$ cat src/rtl/wel_pkg.sv
package wel_pkg;
  localparam int NUM_EVT = 6;

  // Event slots; lower index means higher release priority
  localparam int IDX_BUSINIT = 0;
  localparam int IDX_INIT    = 1;
  localparam int IDX_SMGMT   = 2;
  localparam int IDX_LINT1   = 3;
  localparam int IDX_LINT0   = 4;
  localparam int IDX_BUSINT  = 5;

  // Events that count as interrupts (maskable, drive break-event)
  localparam logic [NUM_EVT-1:0] INT_CLASS =
    NUM_EVT'((1 << IDX_LINT1) | (1 << IDX_LINT0) | (1 << IDX_BUSINT));

  typedef struct packed {
    logic [NUM_EVT-1:0] grant;
  } wel_ctrl_t;
endpackage

$ cat src/rtl/wel_control.sv
module wel_control
  import wel_pkg::*;
(
  input  logic [NUM_EVT-1:0] pendQ,
  input  logic [NUM_EVT-1:0] issuedQ,
  input  logic               sleepState,
  input  logic               intEnable,
  output wel_ctrl_t          ctrl
);
  logic [NUM_EVT-1:0] enableMask;
  logic [NUM_EVT-1:0] eligible;
  logic [NUM_EVT-1:0] taken;
  logic [NUM_EVT-1:0] grantVec;

  // Interrupt-class events wait for the enable flag; others never do
  assign enableMask = intEnable ? '1 : ~INT_CLASS;
  assign eligible   = sleepState ? '0 : (pendQ & ~issuedQ & enableMask);

  assign taken[0] = 1'b0;

  for (genvar g = 0; g < NUM_EVT; g++) begin : g_prio
    assign grantVec[g] = eligible[g] & ~taken[g];
    if (g < NUM_EVT - 1) begin : g_next
      assign taken[g+1] = taken[g] | eligible[g];
    end
  end

  assign ctrl.grant = grantVec;
endmodule

$ cat src/rtl/wel_datapath.sv
module wel_datapath
  import wel_pkg::*;
(
  input  logic               clk,
  input  logic               rstN,
  input  logic [NUM_EVT-1:0] evtPulse,
  input  logic [NUM_EVT-1:0] ackIn,
  input  logic               sleepState,
  input  wel_ctrl_t          ctrl,
  output logic [NUM_EVT-1:0] pendQ,
  output logic [NUM_EVT-1:0] issuedQ,
  output logic [NUM_EVT-1:0] strobeQ,
  output logic               breakEvent
);
  always_ff @(posedge clk) begin
    if (!rstN) begin
      pendQ   <= '0;
      issuedQ <= '0;
      strobeQ <= '0;
    end else begin
      // A fresh pulse wins over its own acknowledge
      pendQ   <= (pendQ & ~ackIn) | evtPulse;
      // Acknowledge ends an occurrence, so it re-arms the strobe
      issuedQ <= (issuedQ | ctrl.grant) & ~ackIn;
      strobeQ <= ctrl.grant;
    end
  end

  assign breakEvent = sleepState & (|(pendQ & INT_CLASS));
endmodule

$ cat src/rtl/wake_event_latch.sv
module wake_event_latch
  import wel_pkg::*;
(
  input  logic               clk,
  input  logic               rstN,
  input  logic [NUM_EVT-1:0] evtPulse,
  input  logic [NUM_EVT-1:0] ackIn,
  input  logic               sleepState,
  input  logic               intEnable,
  output logic [NUM_EVT-1:0] pendFlags,
  output logic [NUM_EVT-1:0] serviceStrobe,
  output logic               breakEvent
);
  wel_ctrl_t          ctrl;
  logic [NUM_EVT-1:0] pendQ;
  logic [NUM_EVT-1:0] issuedQ;

  wel_control u_ctrl (
    .pendQ      (pendQ),
    .issuedQ    (issuedQ),
    .sleepState (sleepState),
    .intEnable  (intEnable),
    .ctrl       (ctrl)
  );

  wel_datapath u_dp (
    .clk        (clk),
    .rstN       (rstN),
    .evtPulse   (evtPulse),
    .ackIn      (ackIn),
    .sleepState (sleepState),
    .ctrl       (ctrl),
    .pendQ      (pendQ),
    .issuedQ    (issuedQ),
    .strobeQ    (serviceStrobe),
    .breakEvent (breakEvent)
  );

  assign pendFlags = pendQ;
endmodule

$ cat config.mk
export PLATFORM = sky130hd
export DESIGN_NAME = wake_event_latch
export DESIGN_NICKNAME = d
export VERILOG_FILES = /design/src/rtl/wel_pkg.sv /design/src/rtl/wel_control.sv /design/src/rtl/wel_datapath.sv /design/src/rtl/wake_event_latch.sv
export SDC_FILE = /design/constraint.sdc
export NUM_CORES = 1
export LEC_CHECK = 0
export BUFFER_PORTS_ARGS = -buffer_cell sky130_fd_sc_hd__buf_2
export CORE_MARGIN = 2
export CORE_UTILIZATION = 25
export CTS_CLUSTER_DIAMETER = 30
export DETAILED_ROUTE_END_ITERATION = 10
export GPL_TIMING_DRIVEN = 0
export PLACE_DENSITY = 0.45
export SLEW_MARGIN = 25
export SYNTH_ARGS = -nofsm -noshare
export SYNTH_HDL_FRONTEND = slang
export SYNTH_SLANG_ARGS = --single-unit
$ cat constraint.sdc
create_clock -name clk -period 1.25 [get_ports clk]
set_input_delay 0.1875 -clock clk [delete_from_list [all_inputs] [get_ports clk]]
set_output_delay 0.1875 -clock clk [all_outputs]
set_load 0.02 [all_outputs]
==> results_dict.tcl <==
set metrics [dict create \
    fillers 287 \
    switchingPower_uw 274.1 \
    io_buffer_count 28 \
    gr-total-overflow 0 \
    cts_tree "yes" \
    cpLargestDelayFamily "compound AO/OA/AOI/OAI gates" \
    place.gp.congestion 0.6619 \
    yosys.area.top_type "dfxtp_1" \
    ys_warn_count 0 \
    intPower_uw 842.8 \
    drive_above_1_share_pct 49.00 \
    grt_max_degree 11 \
    clock_power_share_pct 32.2 \
    worst-path-buf-inv 0 \
    synthCells 64 \
    crit_path_top_delay_cell "a2111oi_4" \
    worstPathCellList "nor2b_4, a2111oi_4, and4b_1, o21ba_1" \
    synth_cell_types 23 \
    dieWidth_um 55.70 \
    synth_edf_count 0 \
    avgSynthCellArea_um2 10.44 \
    slew_headroom_pct 69.66 \
    grt_pass1_wl_um 2387 \
    synthFlopType "dfxtp_1" \
    dp_hpwl_um 1041 \
    start_util_pct 26.73 \
    wirelength_um 1412 \
    clock_latency_ns 0.29 \
    drc 0 \
    cp-end-kind "flip-flop" \
    postSynthNetCount 80 \
    hold_violations 0 \
    pin_count 29 \
    h-tree-depth 1 \
    outcome "finished clean" \
    min_period_over_period_pct 99.50 \
    synth_area_um2 668.1 \
    max_freq_ghz 0.8040 \
    slowest_delay_ns 0.35 \
    p_leak_uw 0.0004280 \
    ys_top_cells_by_count "18 x dfxtp_1, 7 x nor2b_1, 6 x o21a_1" \
    drt_iter0_drc 0 \
    fin_nets 117 \
    crit_path_max_fanout 4 \
    cts_buffer_depth 2 \
    wl_per_cell_um 10.86 \
    path_class "reg -> reg" \
    die_area_um2 3102 \
    cts_made_buffers 3 \
    ys_ff_latch 18 \
    yosysSeqAreaShare_pct 53.93 \
    power_frac_comb_pct 13.1 \
    first_pass_iters 1 \
    placedInstanceArea_um2 850.8 \
    vdd_drop_max_v 0.0004113 \
    fin_hold_ws_ns 0.05265 \
    finalPower_uw 1117 \
    grt_use_total_pct 9.879 \
    clock-sinks 18 \
    max_cap_violations 0 \
    die_h_um 55.70 \
    worst_pin_slew_ns 0.4551 \
    seqPwrFrac_pct 54.7 \
    num_vias 574 \
    synthToLayoutAreaGrowth_pct 40.64 \
    arrival_ns 1.48 \
    critPathLaunchType "flip-flop" \
    yosysTopAreaCellShare_pct 53.93 \
    async_reset_ff_share_pct 0 \
    pwr_density_cell_nw_per_um2 1189 \
    slew_viol_final 0 \
    final_antenna_net_count 0 \
    path_clk_slew_ns 0.10 \
    hold_path_class "in -> reg" \
    rsz0062_at_grt "true" \
    worstPathRequired_ns 1.49 \
    postCtsHoldBufs 0 \
    setup_viol 0 \
    yosysMostFrequentCell "dfxtp_1" \
    synth_area_leaders "dfxtp_1 54%, o21a_1 6.7%, nor2b_1 6.6%, a2111oi_4 4.1%, nor3b_1 3.4%" \
    final_area_um2 939.7 \
    cts_root_buffer "clkbuf_4" \
    vias_per_cell 4.415 \
    first_global_vias 561 \
    floorplan.rows 18 \
    clock_skew_ns 0.004250 \
    coreArea_um2 2500 \
    finalCriticalPeriod_ns 1.244 \
    antenna_cells 0 \
    switching_share_pct 24.54 \
    final_util_pct 37.59 \
    antenna_found_initial 0 \
]
-- state kept, by name (all words and copies together), names as in the netlist --
signal / cells
u_dp.strobeQ: 6
u_dp.issuedQ: 6
u_dp.pendQ: 6
-- cells in the final DEF, fill, tap and decap left out --
master | Yosys | layout
o21a_1 | 6 | 6
nand3b_1 | 1 | 1
nor2b_1 | 7 | 6
a2111oi_4 | 1 | 1
a21oi_1 | 3 | 3
nor3_1 | 2 | 1
nor3b_1 | 3 | 3
clkbuf_1 | 1 | 1
inv_2 | 1 | 1
nor2_1 | 5 | 5
a31oi_1 | 2 | 2
buf_4 | 0 | 5
inv_1 | 2 | 2
nand2_1 | 3 | 3
a22oi_1 | 1 | 1
o21ba_1 | 1 | 1
nor2b_4 | 1 | 2
buf_2 | 0 | 27
dfxtp_1 | 18 | 10
nor3_2 | 0 | 1
dfxtp_4 | 0 | 1
and4b_1 | 1 | 1
or2b_1 | 1 | 1
clkbuf_8 | 0 | 1
and4_1 | 1 | 1
nand2b_1 | 1 | 1
o2111ai_1 | 1 | 1
clkbuf_4 | 0 | 3
and2_1 | 1 | 1
dfxtp_2 | 0 | 7
-- final timing paths --
check / to / start / slack (ns) / depth (start not counted)
setup / recovery: u_dp.issuedQ[4] / u_dp.pendQ[2] / 0.006 / 4
hold / removal: u_dp.issuedQ[5] / ackIn[5] / 0.05 / 2
setup reg to reg: u_dp.issuedQ[4] / u_dp.pendQ[2] / 0.006 / 4
hold reg to reg: u_dp.strobeQ[5] / u_dp.issuedQ[5] / 0.42 / 1
-- kinds of logic after synthesis --
logic type,count (synthesis),share of synthesized area [%]
buffers and inverters,4,2.247
AOI/OAI and AO/OA,15,18.91
and+or+nand+nor,27,24.91
DFF,18,53.93
-- area by class of cell --
class | instances | area [µm²] | share of cell area, %
Buffer | 1 | 3.754 | 0.3995
Tap cell | 30 | 37.54 | 3.995
Clock buffer | 4 | 36.28 | 3.862
Timing Repair Buffer | 32 | 172.7 | 18.38
Inverter | 3 | 11.26 | 1.198
Sequential cell | 18 | 372.9 | 39.68
Multi-Input combinational cell | 42 | 305.3 | 32.49
-- metrics by stage --
| step | setup TNS, ns | cells | setup WS, ns |
|---|---|---|---|
| 2_1_floorplan | 0 | 64 | 0.0004040 |
| 3_3_place_gp | -0.09706 | 122 | -0.06107 |
| 3_5_place_dp | -0.1039 | 122 | -0.05901 |
| 4_1_cts | -0.03819 | 129 | -0.02597 |
| 5_1_grt | -0.2905 | 130 | -0.1093 |
| 6_report | 0 | 130 | 0.006291 |
-- metal layers --
layer	part of all wire, %	GRT usage [%]	vias up
li1	-	-	298
met1	45	11.22	259
met2	47	16.50	15
met3	5.9	2.326	2
met4	1.9	6.272	0
met5	0	0	-
-- timing repair --
item                                    CTS  global route
gates resized for setup                   4             6
setup buffers                             3             1
endpoints found under the setup margin    4             4
pin swaps                                 3             3
-- power groups by stage --
stage          clock network (µW)  logic [µW]  registers [µW]
6_report                      360         146             611
5_1_grt                       401         163             615
4_1_cts                       373         143             611
3_5_place_dp                    0         135             624
3_3_place_gp                    0         134             624
2_1_floorplan                   0        58.4             642
(Power assumes the default switching activity.)
